$ cat src/rtl/pcm_sig_pkg.sv
package pcm_sig_pkg;
  localparam int unsigned PCM_BITS_DEF = 8;

  function automatic int unsigned cnt_width(input int unsigned nbits);
    return $clog2(nbits + 1);
  endfunction
endpackage

$ cat src/rtl/pcm_frame_sel.sv
module pcm_frame_sel #(
  parameter int unsigned SIG_PERIOD = 0
) (
  input  logic clk,
  input  logic rst_n,
  input  logic adv,
  input  logic flag_in,
  output logic is_sig
);
  generate
    if (SIG_PERIOD == 0) begin : g_flag
      assign is_sig = flag_in;
    end else begin : g_count
      localparam int unsigned FW = (SIG_PERIOD > 1) ? $clog2(SIG_PERIOD) : 1;
      logic [FW-1:0] fcnt_q, fcnt_d;

      always_comb begin
        fcnt_d = fcnt_q;
        if (adv) begin
          if (fcnt_q == FW'(SIG_PERIOD - 1)) fcnt_d = '0;
          else                               fcnt_d = fcnt_q + 1'b1;
        end
      end

      always_ff @(posedge clk or negedge rst_n) begin
        if (!rst_n) fcnt_q <= '0;
        else        fcnt_q <= fcnt_d;
      end

      assign is_sig = (fcnt_q == FW'(SIG_PERIOD - 1));

      AST_FCNT_RANGE: assert property (@(posedge clk) disable iff (!rst_n)
        fcnt_q <= FW'(SIG_PERIOD - 1));
    end
  endgenerate
endmodule

$ cat src/rtl/pcm_tx_shift.sv
module pcm_tx_shift import pcm_sig_pkg::*; #(
  parameter int unsigned DW = PCM_BITS_DEF
) (
  input  logic          clk,
  input  logic          rst_n,
  input  logic          pwr_up,
  input  logic          bit_en,
  input  logic          fsync,
  input  logic          sig_frame,
  input  logic          sig_bit,
  input  logic [DW-1:0] word_in,
  input  logic          word_vld,
  output logic          start,
  output logic          sd,
  output logic          oe
);
  localparam int unsigned CW = cnt_width(DW);

  logic [DW-1:0] hold_q, hold_d, sh_q, sh_d;
  logic [CW-1:0] cnt_q, cnt_d;
  logic          act_q, act_d, sigf_q, sigf_d;

  assign start = pwr_up && bit_en && fsync;

  always_comb begin
    hold_d = hold_q;
    if (word_vld) hold_d = word_in;
    sh_d   = sh_q;
    cnt_d  = cnt_q;
    act_d  = act_q;
    sigf_d = sigf_q;
    if (!pwr_up) begin
      act_d = 1'b0;
      cnt_d = '0;
    end else if (bit_en) begin
      if (fsync) begin
        sh_d   = hold_q;
        cnt_d  = CW'(1);
        act_d  = 1'b1;
        sigf_d = sig_frame;
      end else if (act_q) begin
        if (cnt_q == CW'(DW)) begin
          act_d = 1'b0;
          cnt_d = '0;
        end else begin
          sh_d  = {sh_q[DW-2:0], 1'b0};
          cnt_d = cnt_q + 1'b1;
        end
      end
    end
  end

  always_ff @(posedge clk or negedge rst_n) begin
    if (!rst_n) begin
      hold_q <= '0;
      sh_q   <= '0;
      cnt_q  <= '0;
      act_q  <= 1'b0;
      sigf_q <= 1'b0;
    end else begin
      hold_q <= hold_d;
      sh_q   <= sh_d;
      cnt_q  <= cnt_d;
      act_q  <= act_d;
      sigf_q <= sigf_d;
    end
  end

  assign oe = act_q;
  assign sd = act_q ? (((cnt_q == CW'(DW)) && sigf_q) ? sig_bit : sh_q[DW-1]) : 1'b0;

  AST_TX_START_ON_SYNC: assert property (@(posedge clk) disable iff (!rst_n)
    $rose(act_q) |-> $past(pwr_up && bit_en && fsync));
  AST_TX_CNT_RANGE: assert property (@(posedge clk) disable iff (!rst_n)
    act_q |-> (cnt_q >= CW'(1) && cnt_q <= CW'(DW)));
  AST_TX_PD_IDLE: assert property (@(posedge clk) disable iff (!rst_n)
    !pwr_up |=> !act_q);
  AST_TX_SD_QUIET: assert property (@(posedge clk) disable iff (!rst_n)
    !act_q |-> !sd);
endmodule

$ cat src/rtl/pcm_rx_shift.sv
module pcm_rx_shift import pcm_sig_pkg::*; #(
  parameter int unsigned DW = PCM_BITS_DEF
) (
  input  logic          clk,
  input  logic          rst_n,
  input  logic          pwr_up,
  input  logic          bit_en,
  input  logic          fsync,
  input  logic          sig_frame,
  input  logic          sd,
  output logic          start,
  output logic [DW-1:0] word,
  output logic          vld,
  output logic          sig
);
  localparam int unsigned CW = cnt_width(DW);

  logic [DW-1:0] sh_q, sh_d, word_q, word_d;
  logic [CW-1:0] cnt_q, cnt_d;
  logic          act_q, act_d, sigf_q, sigf_d;
  logic          vld_q, vld_d, sig_q, sig_d;
  logic          last_bit;

  assign start    = pwr_up && bit_en && fsync;
  assign last_bit = pwr_up && bit_en && !fsync && act_q && (cnt_q == CW'(DW - 1));

  always_comb begin
    sh_d   = sh_q;
    cnt_d  = cnt_q;
    act_d  = act_q;
    sigf_d = sigf_q;
    word_d = word_q;
    sig_d  = sig_q;
    vld_d  = 1'b0;
    if (!pwr_up) begin
      act_d = 1'b0;
      cnt_d = '0;
    end else if (bit_en) begin
      if (fsync) begin
        sh_d   = {sh_q[DW-2:0], sd};
        cnt_d  = CW'(1);
        act_d  = 1'b1;
        sigf_d = sig_frame;
      end else if (act_q) begin
        sh_d  = {sh_q[DW-2:0], sd};
        cnt_d = cnt_q + 1'b1;
        if (last_bit) begin
          act_d  = 1'b0;
          cnt_d  = '0;
          word_d = {sh_q[DW-2:0], sd};
          vld_d  = 1'b1;
          if (sigf_q) sig_d = sd;
        end
      end
    end
  end

  always_ff @(posedge clk or negedge rst_n) begin
    if (!rst_n) begin
      sh_q   <= '0;
      cnt_q  <= '0;
      act_q  <= 1'b0;
      sigf_q <= 1'b0;
      word_q <= '0;
      vld_q  <= 1'b0;
      sig_q  <= 1'b0;
    end else begin
      sh_q   <= sh_d;
      cnt_q  <= cnt_d;
      act_q  <= act_d;
      sigf_q <= sigf_d;
      word_q <= word_d;
      vld_q  <= vld_d;
      sig_q  <= sig_d;
    end
  end

  assign word = word_q;
  assign vld  = vld_q;
  assign sig  = sig_q;

  AST_RX_VLD_ONE: assert property (@(posedge clk) disable iff (!rst_n)
    vld_q |=> !vld_q);
  AST_RX_SIG_HOLD: assert property (@(posedge clk) disable iff (!rst_n)
    !(last_bit && sigf_q) |=> $stable(sig_q));
  AST_RX_PD_NO_VLD: assert property (@(posedge clk) disable iff (!rst_n)
    !pwr_up |=> !vld_q);
endmodule

$ cat src/rtl/pcm_sig_port.sv
module pcm_sig_port import pcm_sig_pkg::*; #(
  parameter int unsigned DW         = PCM_BITS_DEF,
  parameter int unsigned SIG_PERIOD = 0
) (
  input  logic          clk,
  input  logic          rst_n,
  input  logic          pwr_up,
  input  logic          tx_bit_en,
  input  logic          tx_fsync,
  input  logic          tx_sig_flag,
  input  logic          sig_tx,
  input  logic [DW-1:0] tx_word,
  input  logic          tx_word_vld,
  output logic          tx_sd,
  output logic          tx_oe,
  output logic          tx_slot_n,
  input  logic          rx_bit_en,
  input  logic          rx_fsync,
  input  logic          rx_sig_flag,
  input  logic          rx_sd,
  output logic [DW-1:0] rx_word,
  output logic          rx_vld,
  output logic          rx_sig
);
  logic tx_start, rx_start, tx_is_sig, rx_is_sig;

  pcm_frame_sel #(.SIG_PERIOD(SIG_PERIOD)) u_tx_sel (
    .clk(clk), .rst_n(rst_n), .adv(tx_start), .flag_in(tx_sig_flag), .is_sig(tx_is_sig)
  );

  pcm_frame_sel #(.SIG_PERIOD(SIG_PERIOD)) u_rx_sel (
    .clk(clk), .rst_n(rst_n), .adv(rx_start), .flag_in(rx_sig_flag), .is_sig(rx_is_sig)
  );

  pcm_tx_shift #(.DW(DW)) u_tx (
    .clk(clk), .rst_n(rst_n), .pwr_up(pwr_up), .bit_en(tx_bit_en), .fsync(tx_fsync),
    .sig_frame(tx_is_sig), .sig_bit(sig_tx), .word_in(tx_word), .word_vld(tx_word_vld),
    .start(tx_start), .sd(tx_sd), .oe(tx_oe)
  );

  pcm_rx_shift #(.DW(DW)) u_rx (
    .clk(clk), .rst_n(rst_n), .pwr_up(pwr_up), .bit_en(rx_bit_en), .fsync(rx_fsync),
    .sig_frame(rx_is_sig), .sd(rx_sd), .start(rx_start), .word(rx_word), .vld(rx_vld),
    .sig(rx_sig)
  );

  assign tx_slot_n = !tx_oe;

  AST_SLOT_FOLLOWS_OE: assert property (@(posedge clk) disable iff (!rst_n)
    $fell(tx_slot_n) |-> $past(tx_bit_en && tx_fsync && pwr_up));
endmodule

$ cat config.mk
export PLATFORM = sky130hd
export DESIGN_NAME = pcm_sig_port
export DESIGN_NICKNAME = d
export VERILOG_FILES = /design/src/rtl/pcm_sig_pkg.sv /design/src/rtl/pcm_frame_sel.sv /design/src/rtl/pcm_tx_shift.sv /design/src/rtl/pcm_rx_shift.sv /design/src/rtl/pcm_sig_port.sv
export SDC_FILE = /design/constraint.sdc
export NUM_CORES = 1
export LEC_CHECK = 0
export BUFFER_PORTS_ARGS = -buffer_cell sky130_fd_sc_hd__buf_2
export CAP_MARGIN = 20
export CORE_ASPECT_RATIO = 0.7
export CORE_MARGIN = 2
export CORE_UTILIZATION = 40
export CTS_BUF_LIST = sky130_fd_sc_hd__clkbuf_4 sky130_fd_sc_hd__clkbuf_8
export CTS_CLUSTER_DIAMETER = 60
export DETAILED_ROUTE_END_ITERATION = 16
export HOLD_SLACK_MARGIN = 0.05
export MAX_ROUTING_LAYER = met4
export PLACE_DENSITY = 0.67
export SYNTH_ARGS = -nofsm -noshare
export SYNTH_HDL_FRONTEND = slang
export SYNTH_SLANG_ARGS = --single-unit
$ cat constraint.sdc
create_clock -name clk -period 1.54 [get_ports clk]
set_clock_uncertainty 0.05 [all_clocks]
set_input_delay 0.154 -clock clk [delete_from_list [all_inputs] [get_ports clk]]
set_output_delay 0.154 -clock clk [all_outputs]
set_load 0.05 [all_outputs]
After elaboration in Yosys (flattened, before gate mapping)
Cells that the tools add are included.
Word-level totals
  flip-flop bits (word level): 45
  input port bits: 20
  output and inout bits: 13
Cells by class
  add/sub/neg operators: 2
  equal/unequal tests: 7
  muxes and demuxes: 32
  bitwise logic cells: 1
  reductions and logical operators: 17
Operators with widths (number)
  4-bit 2-to-1 mux: 10
  8-bit 2-to-1 mux: 3
  1-bit 2-to-1 mux: 17
  7-bit 2-to-1 mux: 2
  3-bit AND reduction: 3
  4-bit by 1-bit adder with 4-bit output (second input constant): 2
  3-bit by 1-bit != test with 1-bit output (second input constant): 2
  6-bit AND reduction: 1
  1-bit logical AND: 5
  5-bit AND reduction: 1
  4-bit by 3-bit == test with 1-bit output (second input constant): 1
  4-bit == test (second input constant): 1
  2-bit by 1-bit != test with 1-bit output (second input constant): 2
  2-bit AND reduction: 2
  4-bit AND reduction: 1
  2-bit nonzero test: 2
  1-bit logical NOT: 2
  2-bit != test (second input constant): 1
  1-bit NOT: 1

Logic depth before layout (Yosys ltp)
Gate-level depths: netlist of run 1.
  word-level depth: 9
  gate-level depth with buffers: 5

Hierarchy
A second synthesis of run 1 with hierarchy kept.
Unflattened totals
  cell total of the unflattened synthesis: 160
  area total of the unflattened synthesis: 2142.1 µm²
By module, submodules not included
  pcm_rx_shift: instances 1, cells each 72, area each 1068.5 µm²
  pcm_tx_shift: instances 1, cells each 85, area each 1054.8 µm²
  pcm_frame_sel: instances 2, cells each 1, area each 7.5 µm²
  pcm_sig_port: instances 1, cells each 1, area each 3.8 µm²

Least setup slack after synthesis of run 1
OpenSTA, ideal clock, no wires.
  path type: register to output
  from: register u_tx.act_q (netlist: u_tx.oe)
  to: output port tx_sd
  data arrival time: 1908 ps
  path slack: -572 ps
  cell stages (with the launch flop): 3
  cell sequence: dfrtp_1 > inv_1 > a21oi_1
On the way
  word-level cells in the longest chain between the ends: 1
RTL lines
  start: declaration: RTL line pcm_tx_shift.sv:21  | logic act_q, act_d, sigf_q, sigf_d;
  start signal: assignment: RTL line pcm_tx_shift.sv:64  | act_q <= act_d;
  1-bit 2-to-1 mux: RTL line pcm_tx_shift.sv:70  | assign sd = act_q ? (((cnt_q == CW'(DW)) && sigf_q) ? sig_bit : sh_q[DW-1]) : 1'b0;
  end: declaration: RTL line pcm_sig_port.sv:14  | output logic tx_sd,
Every way passes these cells.

Worst setup path after layout of run 1
  from: register u_tx.cnt_q[0]
  to: output port tx_sd
On the way
  word-level cells in the longest chain between the ends: 4
RTL lines
  start: declaration: RTL line pcm_tx_shift.sv:20  | logic [CW-1:0] cnt_q, cnt_d;
  start signal: assignment: RTL line pcm_tx_shift.sv:63  | cnt_q <= cnt_d;
  4-bit == test: RTL line pcm_tx_shift.sv:70
  1-bit logical AND: RTL line pcm_tx_shift.sv:70
  1-bit 2-to-1 mux (2 in series): RTL line pcm_tx_shift.sv:70
Every way passes these cells.

==> summary.md, run 1 <==
| Metric | Value |
|---|---|
| Hpwl dp | 3.02 mm |
| Sequential share of power | 0.524 |
| Crit path launch type | register |
| CTS root buf | clkbuf_8 |
| EDFF count, synth | 0 |
| Util after Layout | 0.552 |
| Core ar. | 0.00517 sq mm |
| Placed cell areas | between 0.002 and 0.003 sq mm |
| Routability cong. | 0.831 |
| Sw Pwr | 0.000714 W |
| Synth warn | 0 |
| Largest area contributor in the netlist | dfrtp_1 |
| Setup CP Type | reg -> out |
| Routed Antenna Nets | 0 |
| First-pass GRT wire length | 7.43 mm |
| Worst-path cell chain | inv_2 -> ha_4 -> and3b_1 -> nand3_2 -> a21oi_4 -> buf_6 |
| Sw Ratio | 0.257 |
| FMAX | 589 MHz |
| Max-Cap Viols | 0 |
| Dpl ws | -0.00494 ns |
| Via-to-Cell Ratio | 5.02 |
| Die Span Y | 65.0 um |
| CP required | 1.34 ns |
| Clock power share | 0.315 |
| Clock Path Buffers | 2 |
| TritonCTS Buffers | 5 |
| Post-route setup slack | -0.158 ns |
| Worst path slowest cell | dfrtp_1 |
| LEAKAGE | 1.34 nW |
| Final nets | around 260 |
| Avg Cell Area, Syn | 11.9 sq um |
| Critical Path Sink Type | output pin |
| Final Max Tran Viols | 0 |
| Die X | between 90 and 100 um |
| TritonCTS clock tree | done |
| Minimum clock period | 1.70 ns |
| Mapped Area | 0.00212 sq mm |
| Register clock-pin slew on the reported worst setup and hold paths | 0.08 ns |
| Max incr delay on CP | ~0.41 ns |
| Total GRT Usage | 0.164 |
| Post-synth ARST share | 1.00 |
| Starting Density | 0.411 |
| Rows | 22 |
| Share of cells above drive strength 1 | 0.456 |
| Routed wire length | 4.43 mm |
| Pre-antenna DRT Iters | 4 |
| Yosys top cell area share | 0.530 |
| Worst IR drop on VDD | 0.471 mV |
| Final hold viol count | 0 |
| Post-route DRC | 0 |
| Tcrit/Tclk final | 1.10 |
| Via count | approximately 1600 |
| Syn-to-layout area delta | 34.5% |
| Area contributors post-synth | dfrtp_1 53%, mux2_2 14%, a21boi_0 3.5%, a211oi_1 2.8%, nand3_1 2.4% |
| PwrDens | around 970 mW/mm^2 |
| ANT cells | 0 |
| Die area | just under 0.006 sq mm |
| FF+latch count, synth | 45 |
| Cell count after synthesis | 178 |
| CP arrival | about 1.5 ns |
| Syn Nets | 201 |
| Outcome | complete, but fails checks |
| Setup TNS Final | -0.158 ns |
| Synth Flop Type | dfrtp_1 |
| Iteration-0 DRC Markers | 108 |
| DR WL/cell | 14.2 um |
| Initial antenna violation count | 0 |
| CTS Sinks | 45 |
| Relative slew slack | 0.700 |
| Int Power | 0.00207 W |
| Register area share after synthesis | 0.530 |
| Failing checks | setup timing |
| Largest net degree at the start of global routing | 28 |
| Design area | between 0.002 and 0.003 sq mm |
| Worst slew pin tran | 0.451 ns |
| Clk_lat worst skew | 0.29 ns |
| Setup violators final | 1 |
| Comb power frac | 0.162 |
| H-tree depth | 2 |
| Gr ovfl total | 0 |
| Hold Crit Class | in -> reg |
| Port bufs | 32 |
| Crit-path max FO | 2 |
| Vias in the first global route | ~1600 |
| RSZ-0062 raised after global routing | yes |
| IO Pins | 33 |
| Count of different cell masters after synthesis | 37 |
[power by group through the flow]
stage	clock (W)	combinational (W)	sequential (W)
global placement	0	0.000389	0.00147
CTS	0.000895	0.000429	0.00145
global route	0.000949	0.000495	0.00148
floorplan	0	0.000283	0.00144
detailed placement	0	0.000395	0.00147
finish	0.000874	0.000450	0.00146
[flip-flops by register name (all words and copies together) (netlist names)]
signal / flops
u_tx.hold_q: 8
u_tx.sigf_q: 1
u_rx.act_q: 1
u_rx.vld: 1
u_rx.word: 8
u_tx.sh_q: 8
u_rx.sh_q: 7
u_rx.sigf_q: 1
u_rx.sig: 1
u_rx.cnt_q: 4
u_tx.oe: 1
u_tx.cnt_q: 4
[area by class of cell]
class | count | area (sq um)
fillers | 485 | 2320
clock inverters | 2 | 38.8
clock buffers | 5 | 68.8
inverters | 6 | 26.3
repair buffers | 67 | 482
flip-flops and latches | 45 | 1130
multi-input cells | 116 | 1020
well taps | 72 | 90.1
[routing by layer]
layer	track usage	routed length, um	vias up
li1	-	-	773
met1	0.235	2300	776
met2	0.235	1970	20
met3	0.0349	143	2
met4	0.0492	23	0
met5	-	0	-
[logic make-up after synthesis]
family,after synthesis,synth area share
flip-flops,45,0.530
AO/OA/AOI/OAI,43,0.146
AND/OR/NAND/NOR,41,0.119
multiplexers,27,0.143
buffers and inverters,17,0.0365
adder cells (fa/ha/maj),3,0.0177
XOR/XNOR,2,0.00825
[critical path, delay by kind of cell, from the launching register on]
kind / cells / cell delay (ns)
AND/OR/NAND/NOR: 2 / 0.29
adder cells (fa/ha/maj): 1 / 0.12
buffers and inverters: 2 / 0.26
AO/OA/AOI/OAI: 1 / 0.13
flip-flops: 1 / 0.41
[Yosys cell counts, types with 2 or more instances]
master	count
clkbuf_1	4
o21a_1	2
ha_1	3
a21oi_1	2
o21ai_0	5
nor4_1	2
o22ai_1	7
nand3_1	10
a211oi_1	8
inv_1	6
nor2b_1	2
dfrtp_1	45
buf_4	2
mux2_2	26
o31ai_1	3
and3b_1	2
a21boi_0	10
nor2_1	8
buf_2	5
nand4b_1	3
nand2_1	7
[what timing repair did]
action / 4_1_cts / 5_1_grt
hold buffers: 10 / 1
setup endpoints to repair: 9 / 13
setup buffers: 4 / 1
endpoints found under the hold margin: 27 / 1
gates resized for setup: 16 / 7
pin swaps: 5 / 2
[cells in the final DEF, fill, tap and decap left out, types with 3 or more instances in the layout]
master / count
a211oi_1: 5
o21ai_0: 4
nor2_1: 8
clkbuf_8: 5
mux2_4: 8
o22ai_1: 7
buf_4: 22
mux2_2: 18
nand4b_1: 3
a21boi_0: 10
o31ai_1: 3
nand3_1: 9
dlygate4sd3_1: 11
dfrtp_1: 43
inv_1: 3
a211oi_2: 3
nand2_1: 7
buf_2: 31
[worst paths after layout]
| check | startpoint | to | slack (ns) | depth (start not counted) |
|---|---|---|---|---|
| worst max-delay path | u_tx.cnt_q[0] | tx_sd | -0.16 | 6 |
| worst min-delay path | rx_sd | u_rx.word[0] | 0.09 | 2 |
| worst max register to register | u_rx.cnt_q[1] | u_rx.word[2] | 0.01 | 5 |
| worst min register to register | u_rx.sigf_q | u_rx.sigf_q | 0.46 | 1 |
| max in group asynchronous | rst_n | u_rx.act_q | 0.64 | 3 |
| min in group asynchronous | rst_n | u_tx.sh_q[6] | 0.29 | 2 |
[stage by stage]
| stage | std cells | hold slack, ns | total power (W) |
|---|---|---|---|
| 2_1_floorplan | 178 | -0.192 | 0.00172 |
| 4_1_cts | 311 | 0.0517 | 0.00278 |
| 6_report | 313 | 0.0864 | 0.00278 |
| 3_5_place_dp | 290 | 0.0757 | 0.00187 |
| 3_3_place_gp | 290 | 0.0790 | 0.00186 |
| 5_1_grt | 313 | 0.0755 | 0.00292 |
Power figures use the tool's default switching activity.
==> inputs of run 2 (changes only) <==
--- a/config.mk
+++ b/config.mk
@@ -9,13 +9,14 @@
 export CAP_MARGIN = 20
 export CORE_ASPECT_RATIO = 0.7
 export CORE_MARGIN = 2
-export CORE_UTILIZATION = 40
+export CORE_UTILIZATION = 53
 export CTS_BUF_LIST = sky130_fd_sc_hd__clkbuf_4 sky130_fd_sc_hd__clkbuf_8
 export CTS_CLUSTER_DIAMETER = 60
 export DETAILED_ROUTE_END_ITERATION = 16
 export HOLD_SLACK_MARGIN = 0.05
 export MAX_ROUTING_LAYER = met4
-export PLACE_DENSITY = 0.67
+export PLACE_DENSITY = 0.83
 export SYNTH_ARGS = -nofsm -noshare
 export SYNTH_HDL_FRONTEND = slang
+export SYNTH_HIERARCHICAL = 1
 export SYNTH_SLANG_ARGS = --single-unit
==> run 2 against run 1 <==
Compared with the run above:
- the flow still finishes with violations (setup timing)
- wire length shrank 5.8%
- count of clock-buffer cells in the layout grew 1
- synthesized cell count shrank 10%
- non-clock buffer count shrank 12
- first-iteration DRC count shrank 19%
- fmax is essentially flat
- critical path depth is the same
- cell area shrank 6.5%
- sequential power grew 3%
- via count shrank 5.7%
- largest cell class unchanged
==> summary.md, run 2 <==
| Metric | Value |
|---|---|
| Outcome | complete, but fails checks |
| Failing checks | setup timing |
| Setup TNS Final | -1.17 ns (-1.01 ns) |
| CTS root buf | clkbuf_8 |
| Design area | 0.00267 sq mm (-6.5%) |
| Post-synth ARST share | 1.00 (unchanged) |
| Clk_lat worst skew | 0.30 ns (about the same) |
| Die X | 80.0 um (-12%) |
| Area contributors post-synth | dfrtp_1 53%, mux2_2 16%, mux2_4 5.6%, nand4b_1 2.0%, ha_1 1.8% |
| Tcrit/Tclk final | 1.10 (about the same) |
| Relative slew slack | 0.686 (-0.0135) |
| Most common cell in the netlist | dfrtp_1 |
| Core ar. | 0.00390 sq mm (-25%) |
| LEAKAGE | 1.26 nW (-5.9%) |
| Initial antenna violation count | 0 (unchanged) |
| Hpwl dp | 2.96 mm (-1.8%) |
| Total GRT Usage | 0.197 (+0.0333) |
| Register area share after synthesis | 0.526 (-0.00433) |
| Largest net degree at the start of global routing | 26 (-7.1%) |
| Port bufs | 32 (unchanged) |
| Gr ovfl total | 0 (unchanged) |
| Worst IR drop on VDD | 0.680 mV (+44%) |
| Worst slew pin tran | 0.471 ns (+0.0202 ns) |
| Die Span Y | 57.2 um (-12%) |
| Critical Path Sink Type | output pin |
| Cell count after synthesis | 160 (-10%) |
| Hold Crit Class | in -> reg |
| PwrDens | 1030 mW/mm^2 (+6.1%) |
| Via count | 1482 (-5.7%) |
| Routability cong. | 0.947 (+14%) |
| Count of different cell masters after synthesis | 42 (+14%) |
| Synth Area in Compound Gates | 0.0672 (-0.0789) |
| Synth Area in XOR/XNOR | 0 (-0.00824) |
| Via-to-Cell Ratio | 5.57 (+11%) |
| TritonCTS clock tree | done |
| First-pass GRT wire length | 6.63 mm (-11%) |
| Minimum clock period | 1.70 ns (-0.000606 ns) |
| Placed cell areas | 0.00242 sq mm (-3.8%) |
| Iteration-0 DRC Markers | 88 (-19%) |
| Pre-antenna DRT Iters | 4 (unchanged) |
| Post-route setup slack | -0.157 ns (+0.000606 ns) |
| Most instantiated cells after synthesis | 45 x dfrtp_1, 30 x mux2_2, 8 x mux2_4 |
| Syn Nets | 183 (-9.0%) |
| Max-Cap Viols | 0 (unchanged) |
| FF+latch count, synth | 45 (unchanged) |
| Filler instances | 264 (-46%) |
| Mux share of post-synthesis cell area | 0.228 (+0.0859) |
| Setup CP Type | reg -> out |
| IO Pins | 33 (unchanged) |
| H-tree depth | 2 (unchanged) |
| FMAX | 589 MHz (about the same) |
| Final nets | 236 (-11%) |
| Crit-path max FO | 2 (unchanged) |
| Largest family of logic cells by synthesized area | multiplexers |
| RSZ-0062 raised after global routing | yes |
| Yosys top cell area share | 0.526 (-0.00433) |
| CTS Sinks | 45 (unchanged) |
| Avg Cell Area, Syn | 13.4 sq um (+12%) |
| Routed Antenna Nets | 0 (unchanged) |
| Register clock-pin slew on the reported worst setup and hold paths | 0.08 ns (about the same) |
| Largest area contributor in the netlist | dfrtp_1 |
| DR WL/cell | 15.7 um (+11%) |
| Simple-gate share of the synthesized area | 0.107 (-0.0121) |
| Setup violators final | 9 (+8) |
| Commonest non-fill, non-tap cells in the layout | 44 x dfrtp_1, 31 x buf_2, 23 x mux2_2 |
| Crit path launch type | register |
| CP required | 1.34 ns (about the same) |
| Rows | 19 (-14%) |
| Util after Layout | 0.685 (+0.133) |
| Starting Density | 0.549 (+0.139) |
| Final hold viol count | 0 (unchanged) |
| Post-route DRC | 0 (unchanged) |
| Vias in the first global route | 1486 (-4.1%) |
| Share of cells above drive strength 1 | 0.505 (+0.0482) |
| Post-Synth Adder-Cell Area | 0.0175 (-0.000144) |
| Synth warn | 6 (+6) |
| Total chip power | 0.00276 W (-0.77%) |
| CP arrival | 1.49 ns (about the same) |
| Commonest non-fill, non-tap cell in the layout | dfrtp_1 |
| Routed wire length | 4.17 mm (-5.8%) |
| Final Max Tran Viols | 0 (unchanged) |
| TritonCTS Buffers | 5 (unchanged) |
| Syn-to-layout area delta | 24.8% |
| Die area | 0.00457 sq mm (-23%) |
| Synth Flop Type | dfrtp_1 |
| Mapped Area | 0.00214 sq mm (+0.82%) |
| Clock Path Buffers | 2 (unchanged) |
| ANT cells | 0 (unchanged) |
| EDFF count, synth | 0 (unchanged) |
## run 2: cell types whose count changed in the layout (fill, tap and decap cells not counted), moves of 5 or more
| cell | change |
|---|---|
| buf_4 | -13 |
| nand3_1 | -5 |
| a211oi_1 | -5 |
| mux2_4 | +7 |
| mux2_2 | +5 |
| o22ai_1 | -7 |
| nor2_1 | -6 |
| a21boi_0 | -9 |
## run 2: layer usage
layer,wire [um],track usage,up-vias
met1,1790,0.231,722
met4,89,0.0993,0
met5,0,-,-
met3,241,0.0570,12
li1,-,-,687
met2,2050,0.313,61
## run 2: kinds of logic (layout without fill, tap and decap cells)
kind of cell    count (synthesis)  in the layout
simple gates                   34             35
buf+inv                        17             70
fa+ha+maj                       3              3
compound gates                 20             20
mux                            41             41
flops                          45             45
## run 2: area by class of cell
type	count	area [sq um]	area share
Sequential cell	45	1130	0.422
Multi-Input combinational cell	99	972	0.364
Timing Repair Buffer	55	395	0.148
Clock buffer	6	76.3	0.0286
Tap cell	52	65.1	0.0243
Inverter	7	26.3	0.00983
Clock inverter	2	10.0	0.00375
## run 2: report_power, final
part / total (W) / internal, W / switching [W] / leakage (nW)
Clock: 0.000711 / 0.000332 / 0.000379 / 0.0484
Combinational: 0.000535 / 0.000334 / 0.000201 / 0.641
Sequential: 0.00151 / 0.00138 / 0.000131 / 0.574
Total: 0.00276 / 0.00205 / 0.000712 / 1.26
## run 2: stage by stage
stage | std cells | hold slack, ns | worst slack [ns]
6_report | 266 | 0.0611 | -0.157
4_1_cts | 264 | 0.0574 | -0.185
3_5_place_dp | 244 | 0.0838 | -0.0635
2_1_floorplan | 160 | -0.192 | -0.0555
3_3_place_gp | 244 | 0.0716 | 0.0218
5_1_grt | 266 | 0.0558 | -0.202
## run 2: final timing paths
path                                start             end  slack, ns  cells past startpoint
max in group asynchronous           rst_n   u_tx/cnt_q[0]       0.66                      3
min reg2reg                u_tx/hold_q[6]  u_tx/hold_q[6]       0.46                      1
min in group asynchronous           rst_n    u_rx/word[7]       0.28                      2
max reg2reg                 u_tx/cnt_q[1]    u_tx/sh_q[4]      -0.15                      7
max                         u_tx/cnt_q[0]           tx_sd      -0.16                      6
min                                 rx_sd        u_rx/sig       0.06                      2
## run 2: repair_timing
item | in CTS | in global routing
hold endpoints to repair | 30 | 0
endpoints found under the setup margin | 8 | 18
pin swaps | 3 | 2
cloned | 0 | 1
gates resized for setup | 5 | 3
setup buffers | 1 | 1
hold buffers | 11 | 0
## run 2: critical path, stage by stage (launching register included)
cell,delay [ns]
dfrtp_1,0.40
inv_2,0.08
ha_4,0.14
nand4b_1,0.12
mux2i_1,0.15
nor2b_2,0.14
buf_6,0.17
==> inputs of run 3 (changes only) <==
--- a/config.mk
+++ b/config.mk
@@ -15,7 +15,7 @@
 export DETAILED_ROUTE_END_ITERATION = 16
 export HOLD_SLACK_MARGIN = 0.05
 export MAX_ROUTING_LAYER = met4
-export PLACE_DENSITY = 0.83
+export PLACE_DENSITY = 0.78
 export SYNTH_ARGS = -nofsm -noshare
 export SYNTH_HDL_FRONTEND = slang
 export SYNTH_HIERARCHICAL = 1
==> constraint.sdc (replaced) <==
create_clock -name clk -period 1.54 [get_ports clk]
set_clock_uncertainty 0.05 [all_clocks]
set_input_delay 0.154 -clock clk [delete_from_list [all_inputs] [get_ports clk]]
set_output_delay 0.154 -clock clk [all_outputs]
set_load 0.01 [all_outputs]
==> run 3 against run 2 <==
Compared with the run above:
- the run still ends with setup timing left
- core utilization down 0.39 points
- cell area shrank 0.56%
- power barely moved
- non-clock buffer count increased by 2
- worst hold slack better by 0.0024 ns
- register-to-register slack about the same
- via count shrank 4.0%
- critical endpoint unchanged
- sequential share of layout area grew 0.19 points
- critical path type unchanged
- combinational power shrank 5.0%
- wire length fell by 3.2%
==> summary.md, run 3 (synthesized netlist as in run 2, its figures left out) <==
| Metric | Value |
|---|---|
| CP required | 1.34 ns (about the same) |
| Pre-antenna DRT Iters | 4 (unchanged) |
| PwrDens | 1040 mW/mm^2 (+0.64%) |
| Tcrit/Tclk final | 1.11 (+0.00602) |
| Syn-to-layout area delta | 24.1% |
| Vias in the first global route | 1383 (-6.9%) |
| Commonest non-fill, non-tap cells in the layout | 45 x dfrtp_1, 32 x buf_2, 23 x mux2_2 |
| Final hold viol count | 0 (unchanged) |
| Final nets | 238 (+0.85%) |
| Setup violators final | 9 (unchanged) |
| Final Max Tran Viols | 0 (unchanged) |
| Port bufs | 32 (unchanged) |
| Core ar. | 0.00390 sq mm (unchanged) |
| Total GRT Usage | 0.195 (-0.00234) |
| H-tree depth | 2 (unchanged) |
| First-pass GRT wire length | 6.61 mm (-0.30%) |
| LEAKAGE | 1.27 nW (+0.87%) |
| CTS Sinks | 45 (unchanged) |
| Clock Path Buffers | 2 (unchanged) |
| Multi-input gate area | 961 sq um (-1.2%) |
| Filler instances | 297 (+13%) |
| Clk_lat worst skew | 0.29 ns (about the same) |
| FMAX | 586 MHz (-0.54%) |
| Rows | 19 (unchanged) |
| Outcome | complete, but fails checks |
| Post-route DRC | 0 (unchanged) |
| Cells after DPL | 245 (+0.41%) |
| Util after Layout | 0.682 (-0.00385) |
| Setup CP Type | reg -> out |
| CTS root buf | clkbuf_8 |
| Critical Path Sink Type | output pin |
| Clock power share | 0.267 (+0.009) |
| Hold Crit Class | in -> reg |
| IO Pins | 33 (unchanged) |
| Relative slew slack | 0.633 (-0.0532) |
| Sw Pwr | 0.000679 W (-4.6%) |
| Max-Cap Viols | 0 (unchanged) |
| Sequential share of power | 0.549 (about the same) |
| Via-to-Cell Ratio | 5.33 (-4.3%) |
| Sw Ratio | 0.246 (-0.0121) |
| Int Power | 0.00208 W (+1.7%) |
| Share of cells above drive strength 1 | 0.502 (-0.00235) |
| RSZ-0062 raised after global routing | yes |
| Reg area | 0.00113 sq mm (-0.11%) |
| Post-route setup slack | -0.167 ns (-0.00926 ns) |
| Largest net degree at the start of global routing | 46 (+77%) |
| Starting Density | 0.549 (unchanged) |
| Gr ovfl total | 0 (unchanged) |
| Worst IR drop on VDD | 0.735 mV (+8.1%) |
| Worst slew pin tran | 0.551 ns (+0.0797 ns) |
| ANT cells | 0 (unchanged) |
| Iteration-0 DRC Markers | 113 (+28%) |
| Routability cong. | 0.867 (-8.5%) |
| TritonCTS clock tree | done |
| Via count | 1423 (-4.0%) |
| Die area | 0.00457 sq mm (unchanged) |
| Minimum clock period | 1.71 ns (+0.00926 ns) |
| Register clock-pin slew on the reported worst setup and hold paths | 0.08 ns (about the same) |
| Routed wire length | 4.04 mm (-3.2%) |
| Comb power frac | 0.184 (-0.010) |
| Crit-path max FO | 2 (unchanged) |
| CP arrival | 1.50 ns (about the same) |
| TritonCTS Buffers | 5 (unchanged) |
| Die Span Y | 57.2 um (unchanged) |
| DR WL/cell | 15.1 um (-3.6%) |
| Dpl ws | -0.0161 ns (+0.0474 ns) |
| Failing checks | setup timing |
| Commonest non-fill, non-tap cell in the layout | dfrtp_1 |
| Hpwl dp | 2.81 mm (-5.1%) |
| Routed Antenna Nets | 0 (unchanged) |
| Die X | 80.0 um (unchanged) |
| Final std cells w/o fill | 267 (+0.38%) |
| Crit path launch type | register |
| Initial antenna violation count | 0 (unchanged) |
run 3: changes by cell type in the layout (fill, tap and decap cells not counted), sizes merged:
cell         delta
clkinv          -2
buf             +3
dlygate4sd3     -1
clkbuf          +1
run 3: repair_timing:
action                                 4_1_cts  5_1_grt
gates cloned                                 1        0
pin swaps                                    3        2
gates resized for setup                      1        4
setup endpoints to repair                   16       18
endpoints found under the hold margin       54        0
hold buffers                                10        0
setup buffers                                2        2
run 3: power by group through the flow:
stage                     Sequential [W]  Combinational [W]  Clock, W
after floorplan                  0.00149           0.000359         0
after global placement           0.00152           0.000449         0
after detailed placement         0.00153           0.000477         0
after CTS                        0.00151           0.000508  0.000746
after global routing             0.00154           0.000553  0.000802
final                            0.00151           0.000508  0.000738
run 3: critical path: stages, from the launching register on:
cell and delay (ns):
dfrtp_1 0.38, inv_1 0.06, ha_2 0.18, buf_6 0.09, nand4b_1 0.12, mux2i_1 0.14
nor2b_1 0.10, buf_2 0.13
run 3: metrics by stage:
stage / power [W] / hold slack (ns) / cell area [sq um] / TNS (ns)
3_5_place_dp: 0.00201 / 0.216 / 2410 / -0.102
3_3_place_gp: 0.00197 / 0.202 / 2410 / 0
5_1_grt: 0.00290 / 0.0605 / 2660 / -1.88
2_1_floorplan: 0.00184 / -0.192 / 2180 / -0.388
4_1_cts: 0.00276 / 0.0654 / 2630 / -1.25
6_report: 0.00276 / 0.0635 / 2660 / -1.35
run 3: layer usage:
layer / vias to the layer above / GRT usage / share of wire
met5: - / - / 0
met4: 0 / 0.0436 / 0.0089
met3: 5 / 0.0522 / 0.041
met2: 30 / 0.301 / 0.49
met1: 706 / 0.263 / 0.46
li1: 682 / - / -
run 3: path summary, 6_finish.rpt:
path                                from             to  slack [ns]  depth (start not counted)
setup / recovery           u_tx/cnt_q[1]          tx_sd       -0.17                          7
hold / removal                     rx_sd       u_rx/sig        0.06                          2
setup reg to reg           u_tx/cnt_q[1]   u_tx/sh_q[5]       -0.16                          7
hold reg to reg                 u_rx/sig       u_rx/sig        0.44                          1
max in group asynchronous          rst_n  u_tx/cnt_q[1]        0.65                          3
min in group asynchronous          rst_n   u_rx/word[0]        0.41                          3
run 3: layout make-up:
class                           count  share of cell area
Sequential cell                    45               0.424
Multi-Input combinational cell     99               0.362
Timing Repair Buffer               57               0.146
Clock buffer                        7              0.0339
Tap cell                           52              0.0245
Inverter                            7             0.00989
